--- config.mk ---
export PLATFORM = sky130hd
export DESIGN_NAME = nor_done_poller
export DESIGN_NICKNAME = d
export VERILOG_FILES = /design/src/rtl/poll_pkg.sv /design/src/rtl/poll_budget.sv /design/src/rtl/poll_judge.sv /design/src/rtl/poll_fsm.sv /design/src/rtl/nor_done_poller.sv
export SDC_FILE = /design/constraint.sdc
export NUM_CORES = 1
export LEC_CHECK = 0
export ABC_CLOCK_PERIOD_IN_PS = 8850
export BUFFER_PORTS_ARGS = -buffer_cell sky130_fd_sc_hd__buf_2
export CAP_MARGIN = 20
export CORE_MARGIN = 1
export CORE_UTILIZATION = 55
export DETAILED_ROUTE_END_ITERATION = 12
export PLACE_DENSITY = 0.89
export REMOVE_ABC_BUFFERS = 1
export SLEW_MARGIN = 20
export SYNTH_ARGS = -nofsm -noshare
export SYNTH_HDL_FRONTEND = slang
export SYNTH_SLANG_ARGS = --single-unit
--- constraint.sdc ---
create_clock -name clk -period 8.85 [get_ports clk]
set_clock_uncertainty 0.15 [all_clocks]
set_input_delay 0.885 -clock clk [delete_from_list [all_inputs] [get_ports clk]]
set_output_delay 0.885 -clock clk [all_outputs]
set_load 0.1 [all_outputs]
--- src/rtl/poll_pkg.sv ---
package poll_pkg;
  typedef enum logic [1:0] {
    RES_PASS = 2'b00,
    RES_FAIL = 2'b01,
    RES_TMO  = 2'b10
  } poll_res_e;

  typedef enum logic [3:0] {
    ST_IDLE,
    ST_DP,
    ST_DP_CONF,
    ST_TG_A,
    ST_TG_B,
    ST_TG_C,
    ST_TG_D,
    ST_RST,
    ST_FIN
  } poll_st_e;

  localparam logic [7:0] RESET_CMD = 8'hF0;
endpackage

--- src/rtl/poll_budget.sv ---
module poll_budget #(
  parameter int CW = 16
) (
  input  logic          clk,
  input  logic          rst_n,
  input  logic          clr_i,
  input  logic [CW-1:0] limit_i,
  input  logic          inc_i,
  output logic          last_o
);
  logic [CW-1:0] cnt_q, cnt_d;
  logic [CW-1:0] lim_q, lim_d;
  logic [CW:0]   cnt_plus;

  always_comb begin
    cnt_d = cnt_q;
    lim_d = lim_q;
    if (clr_i) begin
      cnt_d = '0;
      lim_d = limit_i;
    end else if (inc_i) begin
      cnt_d = cnt_q + 1'b1;
    end
  end

  always_ff @(posedge clk or negedge rst_n) begin
    if (!rst_n) begin
      cnt_q <= '0;
      lim_q <= '0;
    end else begin
      cnt_q <= cnt_d;
      lim_q <= lim_d;
    end
  end

  // the decision being made now would be poll number cnt+1
  assign cnt_plus = {1'b0, cnt_q} + 1'b1;
  assign last_o   = (cnt_plus >= {1'b0, lim_q});

  p_cnt_within_r9: assert property (@(posedge clk) disable iff (!rst_n)
    inc_i && !clr_i |-> !last_o);
endmodule

--- src/rtl/poll_judge.sv ---
module poll_judge (
  input  logic b7_i,
  input  logic b6_i,
  input  logic b5_i,
  input  logic exp7_i,
  input  logic prev6_i,
  output logic dp_match_o,
  output logic tg_same_o,
  output logic limit_flag_o
);
  assign dp_match_o   = (b7_i == exp7_i);
  assign tg_same_o    = (b6_i == prev6_i);
  assign limit_flag_o = b5_i;
endmodule

--- src/rtl/poll_fsm.sv ---
module poll_fsm
  import poll_pkg::*;
#(
  parameter int DW = 16,
  parameter int AW = 21
) (
  input  logic          clk,
  input  logic          rst_n,
  input  logic          start_i,
  input  logic          mode_i,
  input  logic          exp7_i,
  input  logic [AW-1:0] addr_i,
  input  logic          mem_ack_i,
  input  logic          rd6_i,
  input  logic          dp_match_i,
  input  logic          tg_same_i,
  input  logic          flag5_i,
  input  logic          budget_last_i,
  output logic          budget_clr_o,
  output logic          budget_inc_o,
  output logic          exp7_o,
  output logic          prev6_o,
  output logic          mem_req_o,
  output logic          mem_we_o,
  output logic [AW-1:0] mem_addr_o,
  output logic [DW-1:0] mem_wdata_o,
  output logic          busy_o,
  output logic          done_o,
  output logic [1:0]    result_o
);
  poll_st_e      st_q, st_d;
  logic [AW-1:0] addr_q, addr_d;
  logic          exp7_q, exp7_d;
  logic          prev6_q, prev6_d;
  poll_res_e     res_q, res_d;

  always_comb begin
    st_d         = st_q;
    addr_d       = addr_q;
    exp7_d       = exp7_q;
    prev6_d      = prev6_q;
    res_d        = res_q;
    budget_clr_o = 1'b0;
    budget_inc_o = 1'b0;
    unique case (st_q)
      ST_IDLE: if (start_i) begin
        addr_d       = addr_i;
        exp7_d       = exp7_i;
        budget_clr_o = 1'b1;
        st_d         = mode_i ? ST_TG_A : ST_DP;
      end
      ST_DP: if (mem_ack_i) begin
        if (dp_match_i) begin
          res_d = RES_PASS; st_d = ST_FIN;
        end else if (flag5_i) begin
          st_d = ST_DP_CONF;
        end else if (budget_last_i) begin
          res_d = RES_TMO; st_d = ST_FIN;
        end else begin
          budget_inc_o = 1'b1;
        end
      end
      ST_DP_CONF: if (mem_ack_i) begin
        if (dp_match_i) begin
          res_d = RES_PASS; st_d = ST_FIN;
        end else begin
          st_d = ST_RST;
        end
      end
      ST_TG_A: if (mem_ack_i) begin
        prev6_d = rd6_i; st_d = ST_TG_B;
      end
      ST_TG_B: if (mem_ack_i) begin
        if (tg_same_i) begin
          res_d = RES_PASS; st_d = ST_FIN;
        end else if (flag5_i) begin
          st_d = ST_TG_C;
        end else if (budget_last_i) begin
          res_d = RES_TMO; st_d = ST_FIN;
        end else begin
          budget_inc_o = 1'b1; st_d = ST_TG_A;
        end
      end
      ST_TG_C: if (mem_ack_i) begin
        prev6_d = rd6_i; st_d = ST_TG_D;
      end
      ST_TG_D: if (mem_ack_i) begin
        if (tg_same_i) begin
          res_d = RES_PASS; st_d = ST_FIN;
        end else begin
          st_d = ST_RST;
        end
      end
      ST_RST: if (mem_ack_i) begin
        res_d = RES_FAIL; st_d = ST_FIN;
      end
      ST_FIN: st_d = ST_IDLE;
      default: st_d = ST_IDLE;
    endcase
  end

  always_ff @(posedge clk or negedge rst_n) begin
    if (!rst_n) begin
      st_q    <= ST_IDLE;
      addr_q  <= '0;
      exp7_q  <= 1'b0;
      prev6_q <= 1'b0;
      res_q   <= RES_PASS;
    end else begin
      st_q    <= st_d;
      addr_q  <= addr_d;
      exp7_q  <= exp7_d;
      prev6_q <= prev6_d;
      res_q   <= res_d;
    end
  end

  assign exp7_o      = exp7_q;
  assign prev6_o     = prev6_q;
  assign mem_we_o    = (st_q == ST_RST);
  assign mem_req_o   = (st_q != ST_IDLE) && (st_q != ST_FIN);
  assign mem_addr_o  = addr_q;
  assign mem_wdata_o = {{(DW-8){1'b0}}, RESET_CMD};
  assign busy_o      = (st_q != ST_IDLE);
  assign done_o      = (st_q == ST_FIN);
  assign result_o    = res_q;

  p_hold_req_r10: assert property (@(posedge clk) disable iff (!rst_n)
    mem_req_o && !mem_ack_i |=> mem_req_o && $stable(mem_addr_o) && $stable(mem_we_o));
  p_done_pulse_r11: assert property (@(posedge clk) disable iff (!rst_n)
    done_o |=> !done_o);
  p_fail_after_write_r8: assert property (@(posedge clk) disable iff (!rst_n)
    done_o && (result_o == RES_FAIL) |-> $past(mem_ack_i && mem_we_o));
  p_no_write_else_r9: assert property (@(posedge clk) disable iff (!rst_n)
    done_o && (result_o != RES_FAIL) |-> !$past(mem_we_o));
  p_start_takes_r12: assert property (@(posedge clk) disable iff (!rst_n)
    start_i && !busy_o |=> busy_o && mem_req_o);
  p_idle_quiet_r1: assert property (@(posedge clk) disable iff (!rst_n)
    !busy_o |-> !mem_req_o && !done_o);
endmodule

--- src/rtl/nor_done_poller.sv ---
module nor_done_poller #(
  parameter int DW = 16,
  parameter int AW = 21,
  parameter int CW = 16
) (
  input  logic          clk,
  input  logic          rst_n,
  input  logic          start_i,
  input  logic          mode_i,
  input  logic [DW-1:0] expect_i,
  input  logic [AW-1:0] addr_i,
  input  logic [CW-1:0] max_polls_i,
  output logic          mem_req_o,
  output logic          mem_we_o,
  output logic [AW-1:0] mem_addr_o,
  output logic [DW-1:0] mem_wdata_o,
  input  logic          mem_ack_i,
  input  logic [DW-1:0] mem_rdata_i,
  output logic          busy_o,
  output logic          done_o,
  output logic [1:0]    result_o
);
  localparam int B7 = 7;
  localparam int B6 = 6;
  localparam int B5 = 5;

  logic b_clr, b_inc, b_last;
  logic exp7_q, prev6_q;
  logic dp_match, tg_same, flag5;

  poll_judge i_judge (
    .b7_i        (mem_rdata_i[B7]),
    .b6_i        (mem_rdata_i[B6]),
    .b5_i        (mem_rdata_i[B5]),
    .exp7_i      (exp7_q),
    .prev6_i     (prev6_q),
    .dp_match_o  (dp_match),
    .tg_same_o   (tg_same),
    .limit_flag_o(flag5)
  );

  poll_budget #(.CW(CW)) i_budget (
    .clk    (clk),
    .rst_n  (rst_n),
    .clr_i  (b_clr),
    .limit_i(max_polls_i),
    .inc_i  (b_inc),
    .last_o (b_last)
  );

  poll_fsm #(.DW(DW), .AW(AW)) i_fsm (
    .clk          (clk),
    .rst_n        (rst_n),
    .start_i      (start_i),
    .mode_i       (mode_i),
    .exp7_i       (expect_i[B7]),
    .addr_i       (addr_i),
    .mem_ack_i    (mem_ack_i),
    .rd6_i        (mem_rdata_i[B6]),
    .dp_match_i   (dp_match),
    .tg_same_i    (tg_same),
    .flag5_i      (flag5),
    .budget_last_i(b_last),
    .budget_clr_o (b_clr),
    .budget_inc_o (b_inc),
    .exp7_o       (exp7_q),
    .prev6_o      (prev6_q),
    .mem_req_o    (mem_req_o),
    .mem_we_o     (mem_we_o),
    .mem_addr_o   (mem_addr_o),
    .mem_wdata_o  (mem_wdata_o),
    .busy_o       (busy_o),
    .done_o       (done_o),
    .result_o     (result_o)
  );
endmodule

Word level (Yosys, flattened, before mapping) --
Index checks and enable logic that the tools add are counted.
Operators by class: equality and inequality tests 22, magnitude comparators 1, $add $sub $neg 2, mux-type cells 41, reductions and logical operators 10
Operators by type and width (count):
- two-way mux 4 bit | 16
- two-way mux 16 bit | 2
- case mux 4 bit (8 select lines) | 1
- two-way mux 2 bit | 12
- adder 16 x 1 -> 17 bit (second input constant) | 1
- greater-or-equal comparator 17 x 16 -> 1 bit | 1
- adder 16 x 1 -> 16 bit (second input constant) | 1
- equality test 4 x 3 -> 1 bit (second input constant) | 4
- inequality test 2 bit (second input constant) | 8
- case mux 2 bit (5 select lines) | 1
- AND reduction 9 bit | 1
- equality test 4 x 2 -> 1 bit (second input constant) | 2
- two-way mux 1 bit | 8
- inequality test 4 bit (second input constant) | 2
- AND reduction 8 bit | 1
- nonzero test 5 bit | 1
- equality test 4 x 1 -> 1 bit (second input constant) | 1
- equality test 4 bit (second input constant) | 1
- zero test 4 bit | 1
- inequality test 2 x 1 -> 1 bit (second input constant) | 2
- AND reduction 2 bit | 2
- nonzero test 4 bit | 1
- equality test 1 bit | 2
- case mux 1 bit (2 select lines) | 1
- other kinds (3) | 3
Storage, ports and cells: register bits after elaboration 61

Depth between registers and ports, before layout --
Gate-level depths: netlist of run 1.
depth after elaboration 9, gate-level depth with buffers 16, gate-level depth less buffers 14

By module --
A second synthesis of run 1 with hierarchy kept.
Second synthesis, totals: cells, all modules 340, area, all modules 3449.6 um^2
By module, submodules not included:
- poll_budget | area each 1929.4 um^2, times used 1, cells each 210
- poll_fsm | area each 1495.2 um^2, times used 1, cells each 127
- poll_judge | area each 25.0 um^2, times used 1, cells each 3

Worst setup path after synthesis of run 1 --
No wires, ideal clock.
path kind reg-to-output, start register i_fsm.st_q[2], end output port mem_we_o, arrival time 3.128 ns, cell stages (with the launch flop) 4, setup slack 4.687 ns, data required time 7.815 ns, path through dfrtp_1 clkbuf_1 clkbuf_1 nor3b_1
On the way: word-level cells in the longest chain between the ends 1
RTL lines:
- start: declaration | RTL line poll_fsm.sv:31 | poll_st_e st_q, st_d;
- start signal: assignment | RTL line poll_fsm.sv:110 | st_q <= st_d;
- equality test 4 x 3 -> 1 bit | RTL line poll_fsm.sv:120 | assign mem_we_o = (st_q == ST_RST);
- end: declaration | RTL line nor_done_poller.sv:14 | output logic mem_we_o,
Every way passes these cells.

Worst setup path after layout of run 1 --
start register i_budget.cnt_q[2], end register i_budget.cnt_q[5]
On the way: word-level cells in the longest chain between the ends 8
RTL lines:
- start: declaration | RTL line poll_budget.sv:11 | logic [CW-1:0] cnt_q, cnt_d;
- start signal: assignment | RTL line poll_budget.sv:31 | cnt_q <= cnt_d;
- adder 16 x 1 -> 17 bit | RTL line poll_budget.sv:37 | assign cnt_plus = {1'b0, cnt_q} + 1'b1;
- greater-or-equal comparator 17 x 16 -> 1 bit | RTL line poll_budget.sv:38 | assign last_o = (cnt_plus >= {1'b0, lim_q});
- two-way mux 1 bit | RTL line poll_fsm.sv:57, poll_fsm.sv:78
- two-way mux 1 bit | RTL line poll_fsm.sv:76 | end else if (flag5_i) begin
- two-way mux 1 bit, on equally long branches | RTL line poll_fsm.sv:74, poll_fsm.sv:53
- two-way mux 1 bit, on equally long branches | RTL line poll_fsm.sv:73, poll_fsm.sv:52
- case mux 1 bit (2 select lines) | RTL line poll_fsm.sv:45 | unique case (st_q)
- nonzero test 2 bit (no source line)
Several ways; a longest one is shown, not always the timed one. The select of a mux whose other input is x is not followed. A chain may end at the register's enable or synchronous reset.

==> results of run 1 <==
## worst max-delay path, cell delays in order (launching register included)
cell and delay, ns:
dfrtp_1 0.44, and4_1 0.24, nand4_1 0.27, nor2_1 0.30
nand3_1 0.20, or3_1 0.41, nand2_1 0.09, ha_1 0.25
nand4_1 0.19, nor4_1 0.08, a211oi_1 0.57, nand4_4 0.27
nor2_4 0.50, a21oi_2 0.20, a221o_1 0.35
## sequential cells by signal, indices dropped and copies added, names as in the netlist
| name | cells |
|---|---|
| i_fsm.result_o | 2 |
| i_fsm.mem_addr_o | 21 |
| i_budget.lim_q | 16 |
| i_budget.cnt_q | 16 |
| i_fsm.exp7_o | 1 |
| i_fsm.st_q | 4 |
| i_fsm.prev6_o | 1 |
## through the flow
stage	hold slack (ns)	instances	power [W]	util, %	cell area [sq um]
3_3_place_gp	0.333	471	0.00131	63.5	3850
2_1_floorplan	0.330	323	0.00118	-	3380
4_1_cts	0.354	486	0.00157	66.5	4030
3_5_place_dp	0.339	471	0.00133	63.5	3850
5_1_grt	0.371	486	0.00165	66.5	4030
6_report	0.352	486	0.00157	66.5	4030
## layer usage
layer,wire length (um),vias to the layer above,GRT usage (%),share of wire [%]
met2,3450,107,38.0,49
met3,439,15,4.89,6.2
met1,2960,1302,29.7,42
met4,167,0,14.7,2.4
li1,-,1300,-,-
met5,0,-,0,0
## kinds of logic after synthesis
family	after synthesis
AOI/OAI and AO/OA	53
and+or+nand+nor	101
buffers and inverters	51
adders and majority gates	17
muxes	41
other	2
DFF	61
xor gates and xnor gates	14
## cell usage in the layout, fill, tap and decap left out, types with 3 or more instances in the layout
cell type / n
a21oi_1: 6
o211ai_1: 5
xor2_1: 6
clkbuf_8: 9
nand2_1: 31
dfrtp_1: 61
nor2_1: 17
and3_1: 4
nand4_1: 7
a221o_1: 5
ha_1: 17
conb_1: 16
nor4_1: 3
buf_2: 72
clkinv_2: 3
xnor2_1: 8
mux2_2: 40
nor3_1: 6
nand3_1: 9
a211oi_1: 5
o21ai_1: 5
o21ai_0: 7
inv_1: 20
nor2b_1: 3
## path summary, 6_finish.rpt
path	startpoint	slack, ns	cells after the start	end
max	i_budget.cnt_q[2]$_DFFE_PN0P_	4.22	14	i_budget.cnt_q[5]$_DFFE_PN0P_
min in group asynchronous	rst_n	0.53	2	i_fsm.mem_addr_o[8]$_DFFE_PN0P_
min	i_fsm.mem_addr_o[8]$_DFFE_PN0P_	0.35	1	i_fsm.mem_addr_o[8]$_DFFE_PN0P_
max reg2reg	i_budget.cnt_q[2]$_DFFE_PN0P_	4.22	14	i_budget.cnt_q[5]$_DFFE_PN0P_
min reg2reg	i_fsm.mem_addr_o[8]$_DFFE_PN0P_	0.35	1	i_fsm.mem_addr_o[8]$_DFFE_PN0P_
max in group asynchronous	rst_n	7.52	2	i_fsm.mem_addr_o[19]$_DFFE_PN0P_
## final cells by class
type,instances,area share [%]
clock buffer,10,3.17
multi-input combinational,242,44.3
sequential,61,37.9
clock inverter,5,1.30
timing repair buffer,73,9.13
tap,75,2.33
inverter,20,1.86
## power by group
part           internal [W]  switching (W)  total (W)
clock              0.000127       0.000107   0.000234
sequential         0.000382      0.0000698   0.000452
combinational      0.000220       0.000660   0.000880
==> out/metrics.csv, run 1 <==
stage,metric,value,unit
run_status,outcome,"finished, final reports clean",
logic_synthesis,register area share after synthesis,43.3,%
placed_design,Port Buf Inserts,72,
detailed_routing,vias,2724,
logic_synthesis,Post-Synth Simple-Gate Area,15.5,%
sta,Achievable Freq,0.216,GHz
global_routing,first-pass GRT wire length,12.0,mm
logic_synthesis,synth top area cells,"dfrtp_1, mux2_2, ha_1",
floorplan,die footprint,6740,sq um
logic_synthesis,Yosys reg bits,61,
floorplan,# rows,28,
run,total of max-cap violations,0,
cts,CTS tree,yes,
cells_and_area,share of cells above drive strength 1,33.1,%
cells_and_area,FF+latch area,1530,sq um
sta,Slew headroom,29.7,%
setup_path,CP Data Arrival Time,4.71,ns
cts,post-CTS sizing,0,
cells_and_area,total inserted antenna cells,0,
global_routing,largest net degree at the start of global routing,62,
logic_synthesis,Yosys warning count,0,
logic_synthesis,post-synthesis compound-gate area fraction,10.7,%
logic_synthesis,most common cell in the netlist,dfrtp_1,
floorplan,Core Area,6060,sq um
cts,clk sinks,61,
placed_design,GPL Wtd Cong,0.898,
cts,CTS H-tree lvls,3,
sta,Slew Limit Fails,0,
sta,"Worst Setup Slack, final",4.22,ns
cells_and_area,Layout Area Growth over Synthesis,14.2,%
cts,"Setup Fix Bufs, Post-CTS",0,
sta,fin crit share,52.3,%
global_routing,GRT overflow,0,
floorplan,Starting Density,58.2,%
cts,Root Driver,clkbuf_8,
sta,min Tclk post-route,4.63,ns
logic_synthesis,Synth Area per Inst,10.4,sq um
sta,worst-margin pin slew,1.03,ns
logic_synthesis,Yosys top cell area share,43.3,%
sta,RSZ-0062 raised after global routing,false,
global_routing,Tot GR Track Use,23.9,%
setup_path,CP max FO,24,
logic_synthesis,number of distinct library cells after synthesis,58,
detailed_routing,DRC,0,
floorplan,die width,82.1,um
logic_synthesis,multiplexer area fraction after synthesis,13.1,%
placed_design,HPWL Detailed,4.93,mm
cts,Num CTS Buffers,9,
cts,hold buffers post-CTS,0,
floorplan,io pins,117,
global_routing,antenna violations before repair,0,
logic_synthesis,Post-Synthesis Cells,340,
setup_path,Worst setup SP type,register,
cts,clk slew on worst S/H paths,0.07,ns
logic_synthesis,top cell type by total area after synthesis,dfrtp_1,
cts,Longest Clk Path Bufs,2,
floorplan,die height,82.1,um
logic_synthesis,ys async rst share,100,%
logic_synthesis,"EDFF count, synth",0,
detailed_routing,DRT Pass-1 Iters,4,
cells_and_area,fillers,445,
sta,final setup fails,0,
logic_synthesis,Mapped Area,3530,sq um
cells_and_area,Nets,498,
detailed_routing,Via density,5.60,
setup_path,CP Capture Type,register,
power,PwrDens,389,nW/um^2
sta,Final Hold Vio Count,0,
global_routing,vias in the first global route,2694,
logic_synthesis,Adder-Cell Fraction of Synth Area,6.03,%
cts,worst skew pair latency,0.34,ns
logic_synthesis,prevailing post-synth register cell,dfrtp_1,
worst_hold_path,Hold Crit Class,reg -> reg,
cells_and_area,multi-input logic area,1780,sq um
power,Static Leak,2.04,nW
logic_synthesis,Synth Area in XOR/XNOR,3.48,%
logic_synthesis,main combinational cell family by area after synthesis,simple AND/OR/NAND/NOR gates,
logic_synthesis,most frequent cells after synthesis,"dfrtp_1, mux2_2, nand2_1",
sta,setup TNS,0,ns
detailed_routing,Routed WL per cell,14.5,um
detailed_routing,Post-Route WL,7.03,mm
setup_path,Worst EP required,8.93,ns
detailed_routing,post-route ant nets,0,
power,VDD IR max,0.337,mV
detailed_routing,Starting DRT DRC Count,199,
setup_path,CP Class,reg -> reg,
placed_design,dpl ws,4.29,ns
Note: power is estimated with default switching activity, not from simulation.
==> run 2: changes to the inputs <==
Settings changed: ABC_CLOCK_PERIOD_IN_PS 8850 to 4100, CORE_UTILIZATION 55 to 46, PLACE_DENSITY 0.89 to 0.8.
Clock period 8.85 ns to 4.1 ns, I/O delays scaled along.
==> out/metrics.csv, run 2 (same netlist as run 1, synthesis figures left out) <==
stage,metric,value,unit
cts,Num CTS Buffers,9,
placed_design,HPWL Detailed,5.19,mm
detailed_routing,post-route ant nets,0,
global_routing,vias in the first global route,2571,
sta,worst-margin pin slew,0.829,ns
detailed_routing,DRC,0,
floorplan,die width,89.6,um
cells_and_area,Layout Area Growth over Synthesis,17.5,%
global_routing,grt met2 use,32.2,%
global_routing,first-pass GRT wire length,11.7,mm
global_routing,GR Util met3,3.42,%
placed_design,Port Buf Inserts,72,
sta,Slew Limit Fails,0,
sta,Achievable Freq,0.256,GHz
cts,clk slew on worst S/H paths,0.07,ns
sta,Slew headroom,44.3,%
worst_hold_path,Hold Crit Class,in -> reg,
detailed_routing,Post-Route WL,7.26,mm
power,Final Total Pwr,0.00340,W
cts,Longest Clk Path Bufs,2,
cells_and_area,multi-input logic area,1800,sq um
cts,CTS tree,yes,
sta,setup TNS,0,ns
cells_and_area,share of cells above drive strength 1,34.8,%
global_routing,Tot GR Track Use,19.4,%
floorplan,Core Area,7330,sq um
cts,CTS H-tree lvls,3,
global_routing,antenna violations before repair,0,
power,Static Leak,2.07,nW
detailed_routing,Routed WL per cell,14.0,um
cells_and_area,Nets,506,
setup_path,Worst EP required,4.17,ns
cells_and_area,"most common cell after layout, fill and taps aside",buf_2,
sta,fin crit share,95.2,%
setup_path,CP max FO,18,
cts,Root Driver,clkbuf_8,
global_routing,GRT overflow,0,
global_routing,layer with the highest usage,met2,
setup_path,Worst setup SP type,register,
cts,clk sinks,61,
floorplan,io pins,117,
sta,min Tclk post-route,3.90,ns
setup_path,CP Capture Type,register,
detailed_routing,vias,2765,
cells_and_area,FF+latch area,1530,sq um
power,PwrDens,821,nW/um^2
detailed_routing,Starting DRT DRC Count,173,
cells_and_area,total inserted antenna cells,0,
setup_path,CP Class,reg -> reg,
run_status,outcome,"finished, final reports clean",
run,total of max-cap violations,0,
detailed_routing,Via density,5.33,
power,VDD IR max,0.860,mV
floorplan,die height,89.6,um
cts,worst skew pair latency,0.34,ns
cells_and_area,most frequent cells in the layout,"buf_2, dfrtp_1, mux2_2",
floorplan,# rows,31,
setup_path,CP Data Arrival Time,3.97,ns
detailed_routing,DRT Pass-1 Iters,5,
cells_and_area,max FFs per register,21,
floorplan,Starting Density,48.1,%
floorplan,die footprint,8020,sq um
global_routing,largest net degree at the start of global routing,46,
cells_and_area,fillers,632,
sta,final setup fails,0,
placed_design,GPL Wtd Cong,0.833,
global_routing,GRT met1 Usage,24.2,%
sta,Final Hold Vio Count,0,
[run 2: report_power, final]
part / internal [W] / total [W] / switching [W]
Combinational: 0.000477 / 0.00191 / 0.00143
Clock: 0.000279 / 0.000520 / 0.000241
Sequential: 0.000825 / 0.000976 / 0.000150
[run 2: cell type report]
class | count | area share (%)
Timing Repair Buffer | 81 | 10.4
Sequential cell | 61 | 36.8
Clock buffer | 10 | 3.08
Inverter | 20 | 1.81
Clock inverter | 6 | 1.54
Multi-Input combinational cell | 242 | 43.4
Tap cell | 99 | 2.99
[run 2: worst max-delay path, stage by stage, from the launching register on]
cell	delay (ns)
dfrtp_1	0.43
and4_1	0.26
nand4_1	0.14
nor2_1	0.22
nand3_1	0.19
o21ai_0	0.28
nand2_1	0.09
ha_1	0.34
nand4_1	0.23
nor4_2	0.37
a211oi_2	0.09
buf_4	0.16
nand4_4	0.14
nor2_4	0.05
buf_4	0.21
and3_1	0.19
a221o_1	0.26
[run 2: worst paths after layout]
path,start,to,slack (ns),depth (start not counted)
worst min-delay path,addr_i[12],i_fsm.mem_addr_o[12]$_DFFE_PN0P_,0.15,2
worst max register to register,i_budget.cnt_q[3]$_DFFE_PN0P_,i_budget.cnt_q[5]$_DFFE_PN0P_,0.20,16
worst max-delay path,i_budget.cnt_q[3]$_DFFE_PN0P_,i_budget.cnt_q[5]$_DFFE_PN0P_,0.20,16
max in group asynchronous,rst_n,i_budget.cnt_q[13]$_DFFE_PN0P_,2.49,3
worst min register to register,i_fsm.mem_addr_o[18]$_DFFE_PN0P_,i_fsm.mem_addr_o[18]$_DFFE_PN0P_,0.35,1
min in group asynchronous,rst_n,i_fsm.result_o[0]$_DFFE_PN0P_,0.42,2
[run 2: metrics by stage]
stage / worst slack, ns / instances / util (%) / hold slack (ns) / area [sq um]
5_1_grt: -0.0525 / 519 / 56.5 / 0.143 / 4140
4_1_cts: 0.0232 / 518 / 56.3 / 0.139 / 4120
3_5_place_dp: 0.0478 / 501 / 53.5 / 0.262 / 3920
6_report: 0.196 / 519 / 56.5 / 0.148 / 4140
2_1_floorplan: 0.369 / 323 / - / -0.0356 / 3380
3_3_place_gp: 0.190 / 501 / 53.5 / 0.257 / 3920
[run 2: what timing repair did]
item / 4_1_cts / 5_1_grt
setup endpoints to repair: 0 / 15
hold buffers: 1 / 0
resized for setup: 0 / 2
buffers inserted: 0 / 1
hold endpoints to repair: 21 / 0
[run 2: layer usage]
metal | part of all wire, % | vias up
met2 | 51 | 104
met1 | 41 | 1321
li1 | - | 1323
met3 | 5.5 | 17
met4 | 2.5 | 0
met5 | 0 | -
==> run 3: changes to the inputs <==
Settings changed: CORE_MARGIN 1 to unset, CORE_UTILIZATION 46 to 47, CTS_BUF_LIST set to sky130_fd_sc_hd__clkbuf_4, PLACE_DENSITY 0.8 to 0.81.
==> out/metrics.csv, run 3 (same netlist as run 1, synthesis figures left out) <==
stage,metric,value,unit
global_routing,Tot GR Track Use,18.6,%
sta,min Tclk post-route,3.83,ns
setup_path,Worst EP required,4.24,ns
cells_and_area,FF+latch area,1530,sq um
global_routing,antenna violations before repair,0,
floorplan,Core Area,7250,sq um
sta,worst-margin pin slew,0.863,ns
cts,"Setup Fix Bufs, Post-CTS",0,
sta,final setup fails,0,
cells_and_area,total inserted antenna cells,0,
cells_and_area,most frequent cells in the layout,"buf_2, dfrtp_1, mux2_2",
floorplan,die height,88.6,um
sta,fin crit share,93.3,%
setup_path,CP Class,reg -> reg,
cts,CTS tree,yes,
cts,CTS H-tree lvls,3,
cells_and_area,max FFs per register,21,
cts,worst skew pair latency,0.40,ns
setup_path,Worst setup SP type,register,
cells_and_area,Layout Area Growth over Synthesis,15.8,%
setup_path,"Slowest-stage cell, CP",or3_1,
setup_path,CP max FO,6,
detailed_routing,Starting DRT DRC Count,150,
sta,RSZ-0062 raised after global routing,false,
cells_and_area,"most common cell after layout, fill and taps aside",buf_2,
global_routing,first-pass GRT wire length,11.2,mm
placed_design,HPWL Detailed,4.92,mm
cts,clk sinks,61,
setup_path,CP max stage delay,0.49,ns
cells_and_area,multi-input logic area,1790,sq um
cts,Root Driver,clkbuf_4,
sta,Slew Limit Fails,0,
cells_and_area,share of cells above drive strength 1,34.2,%
setup_path,worst path cell trace,"ha_1, nand3_2, or3_1, nor3_1, xor2_1, ha_1, nand4_1, nor4_1, a211oi_1, buf_4, nand3_1, nor3_2, a31oi_1, mux2_1",
global_routing,largest net degree at the start of global routing,46,
cells_and_area,Nets,507,
sta,Slew headroom,41.9,%
detailed_routing,DRT Pass-1 Iters,4,
detailed_routing,vias,2747,
floorplan,die footprint,7860,sq um
power,PwrDens,801,nW/um^2
cts,Longest Clk Path Bufs,2,
run,total of max-cap violations,0,
floorplan,io pins,117,
setup_path,CP most frequent cell,ha_1,
floorplan,Starting Density,48.6,%
floorplan,die width,88.6,um
detailed_routing,Via density,5.28,
run_status,outcome,"finished, final reports clean",
sta,Final Hold Vio Count,0,
power,VDD IR max,0.571,mV
global_routing,vias in the first global route,2510,
cts,Num CTS Buffers,9,
detailed_routing,DRC,0,
sta,Achievable Freq,0.261,GHz
detailed_routing,Routed WL per cell,12.9,um
power,Static Leak,2.05,nW
global_routing,GRT overflow,0,
placed_design,GPL Wtd Cong,0.914,
floorplan,# rows,31,
sta,setup TNS,0,ns
detailed_routing,post-route ant nets,0,
placed_design,Port Buf Inserts,72,
cells_and_area,fillers,659,
setup_path,CP Data Arrival Time,3.97,ns
cts,clk slew on worst S/H paths,0.11,ns
cells_and_area,final core occ,56.3,%
setup_path,CP Capture Type,register,
worst_hold_path,Hold Crit Class,in -> reg,
detailed_routing,Post-Route WL,6.69,mm
==> run 3: changes by cell type in the layout (fill, tap and decap cells not counted), sizes merged <==
cell	previous run	this run
buf	80	81
clkinv	3	4
clkinvlp	2	1
==> run 3: through the flow <==
stage,instances,total power (W),worst slack [ns],instance area (sq um),hold slack [ns]
after floorplan,323,0.00255,0.369,3380,-0.0356
after global placement,503,0.00283,0.331,3940,0.332
after detailed placement,503,0.00289,0.234,3940,0.340
after CTS,520,0.00330,0.220,4080,0.0547
after global routing,520,0.00346,0.0428,4080,0.0481
final,520,0.00327,0.274,4080,0.0871
==> run 3: final timing paths <==
kind                                                  from                         endpoint  slack, ns  cells past startpoint
max                          i_budget.cnt_q[0]$_DFFE_PN0P_        i_fsm.st_q[2]$_DFFE_PN0P_       0.27                     14
min                                         max_polls_i[6]    i_budget.lim_q[6]$_DFFE_PN0P_       0.09                      2
max reg2reg                  i_budget.cnt_q[0]$_DFFE_PN0P_        i_fsm.st_q[2]$_DFFE_PN0P_       0.27                     14
min reg2reg                i_fsm.mem_addr_o[3]$_DFFE_PN0P_  i_fsm.mem_addr_o[3]$_DFFE_PN0P_       0.36                      1
max in group asynchronous                            rst_n   i_budget.lim_q[10]$_DFFE_PN0P_       2.50                      3
min in group asynchronous                            rst_n        i_fsm.st_q[3]$_DFFE_PN0P_       0.43                      2
==> run 3: per-layer routing <==
| metal | vias to the layer above | global-route usage (%) | part of all wire [%] |
|---|---|---|---|
| li1 | 1330 | - | - |
| met1 | 1304 | 23.3 | 44 |
| met2 | 99 | 30.9 | 48 |
| met3 | 14 | 4.76 | 5.3 |
| met4 | 0 | 7.62 | 2.2 |
| met5 | - | 0 | 0 |
==> run 3: repair_timing <==
action                                  in CTS  in global routing
hold buffers                                 1                  0
endpoints found under the hold margin       30                  0
endpoints found under the setup margin       0                  1
gates resized for setup                      0                  1
==> run 3: cell type report <==
| type | count | share of cell area [%] |
|---|---|---|
| Multi-Input combinational cell | 242 | 43.9 |
| Sequential cell | 61 | 37.4 |
| Timing Repair Buffer | 82 | 10.7 |
| Tap cell | 99 | 3.03 |
| Clock buffer | 10 | 1.84 |
| Inverter | 20 | 1.84 |
| Clock inverter | 6 | 1.32 |
==> run 3: critical path: cells and delay by family, from the launching register on <==
kind                       cells  cell delay [ns]
DFF                            1             0.43
buffers and inverters          1             0.16
adders and majority gates      2             0.55
AOI/OAI and AO/OA              2             0.37
xor gates and xnor gates       1             0.14
and+or+nand+nor                7             1.57
muxes                          1             0.35
==> run 3: where the power goes <==
group	switching [W]	internal (W)
registers	0.000144	0.000823
clock network	0.000215	0.000186
logic	0.00142	0.000478
total	0.00178	0.00149
